### src/rtl/vscan_pkg.sv
// Shared constants and helpers for the raster scanout engine.
package vscan_pkg;
    localparam int ADDR_W = 24;

    // Installed RAM size in bytes for a 3-bit size code.
    function automatic logic [ADDR_W-1:0] ram_bytes(input logic [2:0] code);
        logic [ADDR_W-1:0] r;
        if (code < 3'd5)
            r = ADDR_W'(24'h020000) << code;
        else if (code == 3'd5)
            r = 24'h280000;
        else
            r = 24'h400000;
        return r;
    endfunction
endpackage

### src/rtl/vscan_raster.sv
// Raster position counters and sync decode.
// Assumes: H_BLANK > HS_OFS+HS_W, V_BLANK > VS_OFS+VS_W, HS_OFS and VS_OFS >= 1.
// Positions are signed: negative in blanking, zero at the visible start.
module vscan_raster #(
    parameter int H_VIS   = 512,
    parameter int H_BLANK = 192,
    parameter int V_VIS   = 342,
    parameter int V_BLANK = 28,
    parameter int HS_OFS  = 16,
    parameter int HS_W    = 48,
    parameter int VS_OFS  = 2,
    parameter int VS_W    = 4,
    parameter int HW      = 11,
    parameter int VW      = 10
) (
    input  logic                 clk,
    input  logic                 rst_n,
    output logic signed [HW-1:0] hpos,
    output logic signed [VW-1:0] vpos,
    output logic                 hsync_n,
    output logic                 vsync_n
);
    localparam int H_FIRST = -H_BLANK;
    localparam int V_FIRST = -V_BLANK;
    localparam int HS_LO   = H_FIRST + HS_OFS;
    localparam int HS_HI   = HS_LO + HS_W;
    localparam int VS_LO   = V_FIRST + VS_OFS;
    localparam int VS_HI   = VS_LO + VS_W;

    // Advance the pixel position, and the line position on line wrap.
    always_ff @(posedge clk) begin
        if (!rst_n) begin
            hpos <= HW'(H_FIRST);
            vpos <= VW'(V_FIRST);
        end else if (int'(hpos) == H_VIS - 1) begin
            hpos <= HW'(H_FIRST);
            if (int'(vpos) == V_VIS - 1)
                vpos <= VW'(V_FIRST);
            else
                vpos <= vpos + 1'b1;
        end else begin
            hpos <= hpos + 1'b1;
        end
    end

    // Sync pulses are windows inside the blanking intervals.
    always_comb begin
        hsync_n = !(int'(hpos) >= HS_LO && int'(hpos) < HS_HI);
        vsync_n = !(int'(vpos) >= VS_LO && int'(vpos) < VS_HI);
    end
endmodule

### src/rtl/vscan_fetch.sv
// Framebuffer fetch sequencer.
// Latches the buffer base (RAM size minus page offset) when line 0 is entered.
// Raises one request per word, 16 clocks before the word enters the shifter.
// Assumes: the memory side acknowledges within 16 cycles; H_BLANK > WORD_W.
module vscan_fetch
    import vscan_pkg::*;
#(
    parameter int H_VIS    = 512,
    parameter int V_VIS    = 342,
    parameter int WORD_W   = 16,
    parameter int MAIN_OFS = 'h5900,
    parameter int ALT_OFS  = 'hD900,
    parameter int HW       = 11,
    parameter int VW       = 10
) (
    input  logic                  clk,
    input  logic                  rst_n,
    input  logic signed [HW-1:0]  hpos,
    input  logic signed [VW-1:0]  vpos,
    input  logic [2:0]            ram_size,
    input  logic                  page_main,
    input  logic                  fetch_ack,
    output logic                  fetch_req,
    output logic [ADDR_W-1:0]     fetch_addr
);
    localparam int LW     = $clog2(WORD_W);
    localparam int WORDS  = (H_VIS / WORD_W) * V_VIS;
    localparam int IW     = $clog2(WORDS + 1);
    localparam int ISS_LO = -(WORD_W + 1);
    localparam int ISS_HI = H_VIS - 2 * WORD_W - 1;

    logic              issue;
    logic              frame_start;
    logic [ADDR_W-1:0] base_q;
    logic [IW-1:0]     widx;

    // Decode the request slot and the line-0 entry edge.
    always_comb begin
        issue = (vpos >= 0) && (&hpos[LW-1:0]) &&
                int'(hpos) >= ISS_LO && int'(hpos) <= ISS_HI;
        frame_start = int'(hpos) == H_VIS - 1 && int'(vpos) == -1;
    end

    // Latch the frame's buffer base once per frame.
    always_ff @(posedge clk) begin
        if (!rst_n)
            base_q <= '0;
        else if (frame_start)
            base_q <= ram_bytes(ram_size) -
                      (page_main ? ADDR_W'(MAIN_OFS) : ADDR_W'(ALT_OFS));
    end

    // Word index within the frame.
    always_ff @(posedge clk) begin
        if (!rst_n || frame_start)
            widx <= '0;
        else if (issue)
            widx <= widx + 1'b1;
    end

    // Request flag and address: set on a slot, cleared by acknowledge.
    always_ff @(posedge clk) begin
        if (!rst_n) begin
            fetch_req  <= 1'b0;
            fetch_addr <= '0;
        end else if (issue) begin
            fetch_req  <= 1'b1;
            fetch_addr <= base_q + ADDR_W'({widx, 1'b0});
        end else if (fetch_ack) begin
            fetch_req  <= 1'b0;
        end
    end
endmodule

### src/rtl/vscan_shifter.sv
// Pixel shifter with a one-word holding register.
// A word acknowledged on the load edge itself bypasses the holding register.
// The output is gated to 0 outside the visible area.
module vscan_shifter #(
    parameter int H_VIS  = 512,
    parameter int WORD_W = 16,
    parameter int HW     = 11,
    parameter int VW     = 10
) (
    input  logic                 clk,
    input  logic                 rst_n,
    input  logic signed [HW-1:0] hpos,
    input  logic signed [VW-1:0] vpos,
    input  logic                 fetch_ack,
    input  logic [WORD_W-1:0]    fetch_data,
    output logic                 pix_out
);
    localparam int LW = $clog2(WORD_W);

    logic [WORD_W-1:0] hold_q;
    logic [WORD_W-1:0] sh_q;
    logic              load;

    // Load when the next pixel starts a visible word.
    always_comb begin
        load = (vpos >= 0) && (&hpos[LW-1:0]) &&
               int'(hpos) >= -1 && int'(hpos) <= H_VIS - 2;
        pix_out = (hpos >= 0) && (vpos >= 0) && sh_q[WORD_W-1];
    end

    // Capture each returned word.
    always_ff @(posedge clk) begin
        if (!rst_n)
            hold_q <= '0;
        else if (fetch_ack)
            hold_q <= fetch_data;
    end

    // Shift left one pixel per clock, reloading at word boundaries.
    always_ff @(posedge clk) begin
        if (!rst_n)
            sh_q <= '0;
        else if (load)
            sh_q <= fetch_ack ? fetch_data : hold_q;
        else
            sh_q <= {sh_q[WORD_W-2:0], 1'b0};
    end
endmodule

### src/rtl/vscan_top.sv
// Raster scanout engine top: counters, fetch sequencer and pixel shifter.
// Assumes a single pixel clock and a memory port acknowledging within 16 cycles.
module vscan_top
    import vscan_pkg::*;
#(
    parameter int H_VIS    = 512,
    parameter int H_BLANK  = 192,
    parameter int V_VIS    = 342,
    parameter int V_BLANK  = 28,
    parameter int HS_OFS   = 16,
    parameter int HS_W     = 48,
    parameter int VS_OFS   = 2,
    parameter int VS_W     = 4,
    parameter int MAIN_OFS = 'h5900,
    parameter int ALT_OFS  = 'hD900,
    localparam int WORD_W  = 16,
    localparam int HW      = $clog2(H_VIS + H_BLANK) + 1,
    localparam int VW      = $clog2(V_VIS + V_BLANK) + 1
) (
    input  logic                  clk,
    input  logic                  rst_n,
    input  logic [2:0]            ram_size,
    input  logic                  page_main,
    input  logic                  fetch_ack,
    input  logic [WORD_W-1:0]     fetch_data,
    output logic                  fetch_req,
    output logic [ADDR_W-1:0]     fetch_addr,
    output logic                  pix_out,
    output logic                  hsync_n,
    output logic                  vsync_n,
    output logic signed [HW-1:0]  h_pos,
    output logic signed [VW-1:0]  v_pos
);
    vscan_raster #(
        .H_VIS(H_VIS), .H_BLANK(H_BLANK), .V_VIS(V_VIS), .V_BLANK(V_BLANK),
        .HS_OFS(HS_OFS), .HS_W(HS_W), .VS_OFS(VS_OFS), .VS_W(VS_W),
        .HW(HW), .VW(VW)
    ) u_raster (
        .clk(clk), .rst_n(rst_n), .hpos(h_pos), .vpos(v_pos),
        .hsync_n(hsync_n), .vsync_n(vsync_n)
    );

    vscan_fetch #(
        .H_VIS(H_VIS), .V_VIS(V_VIS), .WORD_W(WORD_W),
        .MAIN_OFS(MAIN_OFS), .ALT_OFS(ALT_OFS), .HW(HW), .VW(VW)
    ) u_fetch (
        .clk(clk), .rst_n(rst_n), .hpos(h_pos), .vpos(v_pos),
        .ram_size(ram_size), .page_main(page_main), .fetch_ack(fetch_ack),
        .fetch_req(fetch_req), .fetch_addr(fetch_addr)
    );

    vscan_shifter #(
        .H_VIS(H_VIS), .WORD_W(WORD_W), .HW(HW), .VW(VW)
    ) u_shift (
        .clk(clk), .rst_n(rst_n), .hpos(h_pos), .vpos(v_pos),
        .fetch_ack(fetch_ack), .fetch_data(fetch_data), .pix_out(pix_out)
    );
endmodule

### config.mk
export PLATFORM = sky130hd
export DESIGN_NAME = vscan_top
export DESIGN_NICKNAME = d
export VERILOG_FILES = /design/src/rtl/vscan_pkg.sv /design/src/rtl/vscan_raster.sv /design/src/rtl/vscan_fetch.sv /design/src/rtl/vscan_shifter.sv /design/src/rtl/vscan_top.sv
export SDC_FILE = /design/constraint.sdc
export NUM_CORES = 1
export LEC_CHECK = 0
export ABC_AREA = 1
export BUFFER_PORTS_ARGS = -buffer_cell sky130_fd_sc_hd__buf_2
export CAP_MARGIN = 15
export CELL_PAD_IN_SITES_DETAIL_PLACEMENT = 1
export CELL_PAD_IN_SITES_GLOBAL_PLACEMENT = 2
export CORE_UTILIZATION = 34
export CTS_CLUSTER_DIAMETER = 60
export DETAILED_ROUTE_END_ITERATION = 6
export PLACE_DENSITY = 0.93
export SYNTH_ARGS = -nofsm -noshare
export SYNTH_HDL_FRONTEND = slang
export SYNTH_SLANG_ARGS = --single-unit
### constraint.sdc
create_clock -name clk -period 4.8 [get_ports clk]
set_input_delay 0.96 -clock clk [delete_from_list [all_inputs] [get_ports clk]]
set_output_delay 0.96 -clock clk [all_outputs]
set_load 0.01 [all_outputs]
# Word-level counts from Yosys, hierarchy flattened

Cells that the tools add are included.

Register bits: 116
Output and inout port bits: 49
Logic and storage cells: 59

$add $sub $neg: 5
$lt $le $gt $ge: 11
Equal/unequal tests: 4
Shift-type cells: 1
Mux-type cells: 10
Bitwise gates (word level): 1
Reduce and logical (&&, ||, !) cells: 18

Operator list:

| cell                                                                                 | count |
|---|---|
| 24-bit 2-to-1 mux                                                                    | 3 |
| 16-bit 2-to-1 mux                                                                    | 3 |
| 24-bit by 15-bit adder with 24-bit output                                            | 1 |
| 18-bit by 3-bit left shift with 24-bit output, first input constant                  | 1 |
| 24-bit subtractor                                                                    | 1 |
| 23-bit 2-to-1 mux                                                                    | 1 |
| 11-bit by 1-bit greater-or-equal comparator with 1-bit output, second input constant | 2 |
| 11-bit by 10-bit less-or-equal comparator with 1-bit output, second input constant   | 2 |
| 14-bit by 1-bit adder with 14-bit output, second input constant                      | 1 |
| 11-bit by 1-bit adder with 11-bit output, second input constant                      | 1 |
| 11-bit by 10-bit equality test with 1-bit output, second input constant              | 1 |
| 11-bit by 6-bit greater-or-equal comparator with 1-bit output, second input constant | 1 |
| 11-bit by 9-bit greater-or-equal comparator with 1-bit output, second input constant | 1 |
| 11-bit by 8-bit < comparator with 1-bit output, second input constant                | 1 |
| 10-bit by 1-bit adder with 10-bit output, second input constant                      | 1 |
| 10-bit by 1-bit equality test with 1-bit output, second input constant               | 1 |
| 10-bit equality test, second input constant                                          | 1 |
| 10-bit by 1-bit greater-or-equal comparator with 1-bit output, second input constant | 1 |
| 10-bit by 6-bit greater-or-equal comparator with 1-bit output, second input constant | 1 |
| 1-bit logical AND                                                                    | 10 |
| 10-bit by 6-bit < comparator with 1-bit output, second input constant                | 1 |
| 10-bit 2-to-1 mux                                                                    | 1 |
| 4-bit AND reduction                                                                  | 1 |
| 3-bit equality test, second input constant                                           | 1 |
| 8 further kinds                                                                      | 11 |

# Longest topological paths before layout

Gate-level depths: netlist of the first run.

Depth in word-level cells: 6
Depth in mapped cells: 11

# Modules after synthesis

From an unflattened synthesis of the first run, not the netlist that was laid out.

Cells, all modules: 739
Area total of the unflattened synthesis: 5228.8 sq um

By module, submodules not included:

| module        | instances | cells each | area an instance (sq um) | sequential area each (sq um) |
|---|---|---|---|---|
| vscan_fetch   | 1         | 411        | 2702.6                   | 940.9 |
| vscan_shifter | 1         | 156        | 1325.0                   | 640.6 |
| vscan_raster  | 1         | 172        | 1201.2                   | 420.4 |

# Worst setup path before layout of the first run

OpenSTA, ideal clock, no wires.

Kind: flip-flop to output port
Start: register u_raster.vpos[9]
End: output port vsync_n
Arrival time: 1072 ps
Setup slack: 2768 ps
Cell stages (with the launch flop): 5
Buffers on the path: 1
Cells stage by stage: dfxtp_1 > clkbuf_1 > inv_1 > nor4_1 > nand3_1

Word-level cells in the longest chain between the ends: 3

RTL lines:

| element                                                                                                                         | RTL line           | RTL |
|---|---|---|
| from (decl)                                                                                                                     | vscan_raster.sv:19 | `output logic signed [VW-1:0] vpos,` |
| from (signal assigned)                                                                                                          | vscan_raster.sv:34 | `vpos <= VW'(V_FIRST);` |
| from (signal assigned)                                                                                                          | vscan_raster.sv:38 | `vpos <= VW'(V_FIRST);` |
| from (signal assigned)                                                                                                          | vscan_raster.sv:40 | `vpos <= vpos + 1'b1;` |
| 10-bit by 6-bit greater-or-equal comparator with 1-bit output or 10-bit by 6-bit < comparator with 1-bit output (tied branches) | vscan_raster.sv:49 | `vsync_n = !(int'(vpos) >= VS_LO && int'(vpos) < VS_HI);` |
| 1-bit logical AND *                                                                                                             | vscan_raster.sv:49 |  |
| 1-bit logical NOT *                                                                                                             | vscan_raster.sv:49 |  |
| to (decl)                                                                                                                       | vscan_top.sv:30    | `output logic vsync_n,` |

Every way passes the cells marked *; elsewhere a longest branch is shown, timed or not.

# Worst setup path after layout of the first run

Start: register u_raster.hpos[0]
End: register u_fetch.fetch_addr[20]

Word-level cells in the longest chain between the ends: 4

RTL lines:

| element                                                                                                               | RTL line           | RTL |
|---|---|---|
| from (decl)                                                                                                           | vscan_raster.sv:18 | `output logic signed [HW-1:0] hpos,` |
| from (signal assigned)                                                                                                | vscan_raster.sv:33 | `hpos <= HW'(H_FIRST);` |
| from (signal assigned)                                                                                                | vscan_raster.sv:36 | `hpos <= HW'(H_FIRST);` |
| from (signal assigned)                                                                                                | vscan_raster.sv:42 | `hpos <= hpos + 1'b1;` |
| parallel branches: the longest is 3 deep, another holds 11-bit by 6-bit greater-or-equal comparator with 1-bit output | --                 |  |
| 1-bit logical AND *                                                                                                   | vscan_fetch.sv:40  | `int'(hpos) >= ISS_LO && int'(hpos) <= ISS_HI;` |
| to (signal assigned)                                                                                                  | vscan_fetch.sv:68  | `fetch_addr <= base_q + ADDR_W'({widx, 1'b0});` |
| to (decl)                                                                                                             | vscan_fetch.sv:24  | `output logic [ADDR_W-1:0] fetch_addr` |

Mark *: on every way between the ends.
A chain may end at the register's enable or synchronous reset.

==> flow_summary.yaml, run 1 <==
sta:
  relSlewSlack: 0.2960
  period_needed_ps: 2526
  clock-skew-final_ps: 8.869
  rsz0062_at_grt: "false"
  tns_ps: 0
  slew_violations: 0
  worst_slew_pin_slew_ps: 1055
  fmax_ghz: 0.3958
  final_hold_viol_count: 0
  min_period_over_period: 0.5263
  layout_setup_ws_ps: 2274
  setup_violations: 0
pwr:
  seq_power_share: 0.536
  cell_internal_pwr_w: 0.001213
  clock_power_share: 0.425
  p_leak_nw: 2.514
  power_switching_w: 0.0003604
  switching_share: 0.2291
  finalPower_w: 0.001573
  p_per_area_nw_per_um2: 278.7
  p_comb_frac: 0.039
  ir_drop_mv: 0.1533
final_layout:
  area_growth_pct: 14.55
  num-nets-final: 790
  instances_no_fill: 940
  final_area_um2: 5645
  drive_gt1_frac: 0.1329
  num-fill-cells: 1835
  diodes: 0
die:
  die_w_um: 122.4
  design.die.area_um2: 14980
  io_pins: 72
  die_h_um: 122.4
  rows: 43
  design.core.area_um2: 13990
  start_util: 0.3523
clocking:
  ctsHoldBuffers: 0
  cts_tree: "built"
  post-cts-setup-buffers: 0
  clkTransAtPathRegs_ps: 70
  cts_root_buf: "clkbuf_16"
  cts_buffers: 9
  cts_resized: 0
  clkLatencyLatePin_ps: 350
  cts_sinks: 100
  cts-htree-levels: 3
  cts_buffer_depth: 2
worst_setup_path:
  cp_max_fo: 53
  cp_slowest_cell: "buf_4"
  critical_path_class: "flop to flop"
  worstReg2RegStart: "u_raster.hpos[0]$_SDFF_PP0_"
  crit_family: "simple AND/OR/NAND/NOR gates"
  worst-path-buf-inv: 2
  cp_common_cell: "nor2_4"
  crit_chain: "ha_1, nand3_2, nor2_4, nand2_2, nor2_4, buf_4, inv_2, a21oi_1, nor2_1"
  cp.required_ps: 5040
  end_kind: "flop"
  cp-startpoint: "u_raster.hpos[0]$_SDFF_PP0_"
  cp_data_arrival_time_ps: 2770
  crit_path_start_kind: "flop"
  cpPeakStageDelay_ps: 440
synth:
  synth-edff-count: 0
  synth_area_leaders: "dfxtp_1 41%, nand2_1 14%, nor2_1 7.3%"
  ys_seq_area_frac: 0.4062
  synthFlopType: "dfxtp_1"
  synth.top_cell.area_share: 0.4062
  syn_nets: 734
  synth_area_per_cell_um2: 7.041
  ys_warn_count: 0
  synth_top_cell_by_area: "dfxtp_1"
  syn_inst: 700
  async_reset_ff_frac: 0
  syn_area_um2: 4928
  ys_ff_latch: 100
  synth.distinct_cells: 36
drt:
  wl_per_cell_um: 13.39
  vias: 4551
  initialDrtViolationCount: 186
  drcViolationCount: 0
  via_per_inst: 4.841
  dr.pass1.iters: 4
  wl_mm: 12.58
  antenna_left: 0
grt:
  grt_pass1_wl_mm: 21.07
  grt_overflow: 0
  grt_usage: 0.1760
  grt_max_degree: 54
  antenna_found_initial: 0
  grt_pass1_vias: 4412
job:
  maxCapViolCount: 0
min_path:
  holdCritStartpoint: "u_raster.hpos[0]$_SDFF_PP0_"
  min_path_type: "flop to flop"
placed_design:
  dp_slack_ps: 2041
  placedInstanceArea_um2: 5379
  routabilityCongestion: 0.8346
  portBuffers: 70
  place_hpwl_mm: 9.252
  placed_cells: 925
status:
  outcome: "complete, no violations"
## placed cells by master, fill, tap and decap left out, types with 3 or more instances in the layout
master,count
nand2_1,181
xor2_1,15
nand4_1,24
nand3b_1,4
xnor2_1,7
nand3_1,33
o21ai_0,22
clkbuf_16,9
nor2_1,96
o211ai_1,3
mux2i_1,16
ha_1,10
nor3_1,11
nand2_2,3
inv_1,77
a21oi_1,46
dfxtp_1,100
o21ai_1,7
buf_2,70
## layout make-up
cell class                      instances  area [um2]  area share
Tap cell                              180       225.2     0.03989
Clock inverter                          5       37.54    0.006649
Sequential cell                       100        2002      0.3546
Multi-Input combinational cell        494        2492      0.4415
Timing Repair Buffer                   71       357.8     0.06339
Clock buffer                           10       229.0     0.04056
Inverter                               80       301.5     0.05341
## layer usage
metal | global-route usage | routed length (um) | vias up
met2 | 0.3065 | 6128 | 72
met3 | 0.04136 | 524 | 9
li1 | - | - | 2347
met4 | 0.03430 | 85 | 0
met1 | 0.2205 | 5844 | 2123
met5 | 0 | 0 | -
## power by group through the flow
| stage | registers (W) | clock network (W) | logic (W) |
|---|---|---|---|
| after CTS | 0.000844 | 0.000692 | 0.0000627 |
| after floorplan | 0.000863 | 0 | 0.0000404 |
| after global routing | 0.000844 | 0.000723 | 0.0000691 |
| after global placement | 0.000862 | 0 | 0.0000602 |
| after detailed placement | 0.000863 | 0 | 0.0000624 |
| final | 0.000844 | 0.000668 | 0.0000612 |
## metrics by stage
stage / util / hold slack, ps
floorplan: - / 443.5
global placement: 0.3845 / 448.5
detailed placement: 0.3845 / 461.7
CTS: 0.4036 / 486.0
global route: 0.4036 / 499.7
finish: 0.4036 / 484.2
## Yosys cell counts, types with 4 or more instances
library cell / instances
o21ai_1: 7
nand2_1: 181
a21oi_1: 46
dfxtp_1: 100
nor3_1: 11
buf_2: 10
nand3_1: 33
mux2i_1: 16
inv_1: 77
o21ai_0: 22
ha_1: 10
xnor2_1: 7
clkbuf_1: 9
buf_4: 4
nor2_1: 96
xor2_1: 15
nand4_1: 24
nand3b_1: 4
## state kept, by name, indices dropped and copies added, names as in the netlist
name / count
u_fetch.base_q: 9
u_shift.sh_q: 16
u_raster.vpos: 10
u_fetch.fetch_addr: 23
u_raster.hpos: 11
u_fetch.fetch_req: 1
u_fetch.widx: 14
u_shift.hold_q: 16
## cells by family after synthesis
family          Yosys count  synth area share
simple gates            364            0.3206
other cells               1         0.0007609
xor+xnor                 22           0.03910
compound gates           80           0.08327
mux                      16           0.03249
flops                   100            0.4062
buf+inv                 106           0.08809
fa+ha+maj                11           0.02945
## final timing paths
kind | endpoint | slack, ps | cells past startpoint
worst max-delay path | u_fetch.fetch_addr[20]$_SDFFE_PN0P_ | 2270 | 9
worst max register to register | u_fetch.fetch_addr[20]$_SDFFE_PN0P_ | 2270 | 9
worst min register to register | u_raster.hpos[0]$_SDFF_PP0_ | 480 | 1
worst min-delay path | u_raster.hpos[0]$_SDFF_PP0_ | 480 | 1
No activity file was read; power rests on OpenSTA's default activity.
==> run 2, diff against run 1 <==
--- a/config.mk
+++ b/config.mk
@@ -10,10 +10,10 @@
 export CAP_MARGIN = 15
 export CELL_PAD_IN_SITES_DETAIL_PLACEMENT = 1
 export CELL_PAD_IN_SITES_GLOBAL_PLACEMENT = 2
-export CORE_UTILIZATION = 34
+export CORE_UTILIZATION = 29
 export CTS_CLUSTER_DIAMETER = 60
 export DETAILED_ROUTE_END_ITERATION = 6
-export PLACE_DENSITY = 0.93
+export PLACE_DENSITY = 0.85
 export SYNTH_ARGS = -nofsm -noshare
 export SYNTH_HDL_FRONTEND = slang
 export SYNTH_SLANG_ARGS = --single-unit
==> constraint.sdc (replaced) <==
create_clock -name clk -period 2.1 [get_ports clk]
set_input_delay 0.42 -clock clk [delete_from_list [all_inputs] [get_ports clk]]
set_output_delay 0.42 -clock clk [all_outputs]
set_load 0.01 [all_outputs]
==> flow_summary.yaml, run 2 (synthesis results as in run 1) <==
sta:
  min_period_over_period: 0.9093
  period_needed_ps: 1910
  slew_violations: 0
  worst_slew_pin_slew_ps: 520.3
  rsz0062_at_grt: "false"
  relSlewSlack: 0.6528
  setup_violations: 0
  fmax_ghz: 0.5237
  layout_setup_ws_ps: 190.4
  clock-skew-final_ps: 6.195
  final_hold_viol_count: 0
  tns_ps: 0
die:
  start_util: 0.2972
  design.core.area_um2: 16580
  io_pins: 72
  die_w_um: 132.4
  rows: 47
  design.die.area_um2: 17520
  die_h_um: 132.4
pwr:
  power_switching_w: 0.0008144
  clock_power_share: 0.432
  ir_drop_mv: 0.3855
  p_leak_nw: 2.599
  finalPower_w: 0.003656
  p_comb_frac: 0.040
  cell_internal_pwr_w: 0.002841
  seq_power_share: 0.527
  switching_share: 0.2228
  p_per_area_nw_per_um2: 627.5
final_layout:
  layout_common_cells: "181 x nand2_1, 99 x dfxtp_1, 96 x nor2_1"
  fin_util: 0.3513
  layout_commonest_cell: "nand2_1"
  num-nets-final: 804
  num-fill-cells: 2135
  drive_gt1_frac: 0.1499
  reg_top3: "u_fetch.fetch_addr (23), u_shift.hold_q (16), u_shift.sh_q (16)"
  largest_reg_flops: 23
  area_growth_pct: 18.20
  diodes: 0
  largest-register: "u_fetch.fetch_addr"
grt:
  grt_pass1_wl_mm: 21.68
  antenna_found_initial: 0
  grt_pass1_vias: 4413
  grt_max_degree: 28
  grt_usage: 0.1543
  grt_overflow: 0
placed_design:
  place_hpwl_mm: 9.522
  dp_slack_ps: 100.2
  routabilityCongestion: 0.7979
  portBuffers: 70
worst_setup_path:
  cpPeakStageDelay_ps: 440
  cp_slowest_cell: "dfxtp_1"
  worst-path-stages: 4
  worst-path-buf-inv: 2
  cp.required_ps: 1680
  cp_max_fo: 6
  reg2reg_depth: 10
  crit_chain: "inv_1, nor4_1, nand3_1, buf_2"
  critical_path_class: "flop to primary output"
  crit_family: "flip-flops"
  crit_path_start_kind: "flop"
  cp_data_arrival_time_ps: 1490
  end_kind: "primary output"
status:
  outcome: "complete, no violations"
clocking:
  cts_buffers: 9
  post-cts-setup-buffers: 0
  cts_sinks: 100
  clkTransAtPathRegs_ps: 70
  cts_buffer_depth: 2
  cts-htree-levels: 3
  cts_root_buf: "clkbuf_16"
  clkLatencyLatePin_ps: 350
  cts_tree: "built"
drt:
  vias: 4511
  wl_mm: 12.84
  wl_per_cell_um: 12.92
  initialDrtViolationCount: 190
  dr.pass1.iters: 4
  via_per_inst: 4.538
  antenna_left: 0
  drcViolationCount: 0
min_path:
  worstHoldPathCells: 3
  min_path_type: "input port to flop"
job:
  maxCapViolCount: 0
[run 2: metal layers]
layer | global-route usage | part of all wire | vias to the layer above
met3 | 0.02653 | 0.027 | 15
met4 | 0.06833 | 0.021 | 0
met2 | 0.2494 | 0.46 | 52
met1 | 0.2011 | 0.49 | 2081
met5 | 0 | 0 | -
li1 | - | - | 2363
[run 2: power by group through the flow]
stage	combinational [W]	clock (W)	sequential [W]
after detailed placement	0.000152	0	0.00197
after global routing	0.000170	0.00171	0.00193
after CTS	0.000152	0.00163	0.00193
final	0.000148	0.00158	0.00193
after global placement	0.000151	0	0.00197
after floorplan	0.0000923	0	0.00197
[run 2: stage by stage]
step | cells | hold slack (ps) | area (um2)
after global routing | 994 | 328.4 | 5826
final | 994 | 320.5 | 5826
after detailed placement | 979 | 456.8 | 5547
after CTS | 994 | 310.4 | 5824
after global placement | 979 | 452.7 | 5547
after floorplan | 700 | 443.5 | 4928
[run 2: cell type report]
cell class	count	area (um2)	share of cell area
multi-input cells	494	2492	0.4278
inverters	80	301.5	0.05176
clock inverters	3	21.27	0.003651
well taps	220	275.3	0.04725
clock buffers	12	256.5	0.04403
repair buffers	85	475.5	0.08162
flip-flops and latches	100	2003	0.3439
[run 2: path summary, 6_finish.rpt]
path / from / endpoint / slack, ps
setup / recovery: u_raster.vpos[5]$_SDFFE_PN1P_ / vsync_n / 190
hold / removal: page_main / u_fetch.base_q[15]$_SDFFE_PN0P_ / 320
setup reg to reg: u_raster.hpos[0]$_SDFF_PP0_ / u_fetch.widx[3]$_SDFFE_PP0P_ / 250
hold reg to reg: u_fetch.fetch_addr[12]$_SDFFE_PN0P_ / u_fetch.fetch_addr[12]$_SDFFE_PN0P_ / 460
[run 2: what timing repair did]
| action | in CTS | in global routing |
|---|---|---|
| hold buffers | 0 | 0 |
| resized for setup | 0 | 2 |
| endpoints found under the setup margin | 0 | 3 |
[run 2: worst reg2reg max path: stages (launching register included)]
cell      delay (ps)
dfxtp_1          390
ha_1             240
nand2_1           80
nor2_1           140
nand2_1          100
inv_2             80
nand3_4           70
clkinv_2         140
nand2_4          110
nand2_2          290
a21oi_1           80
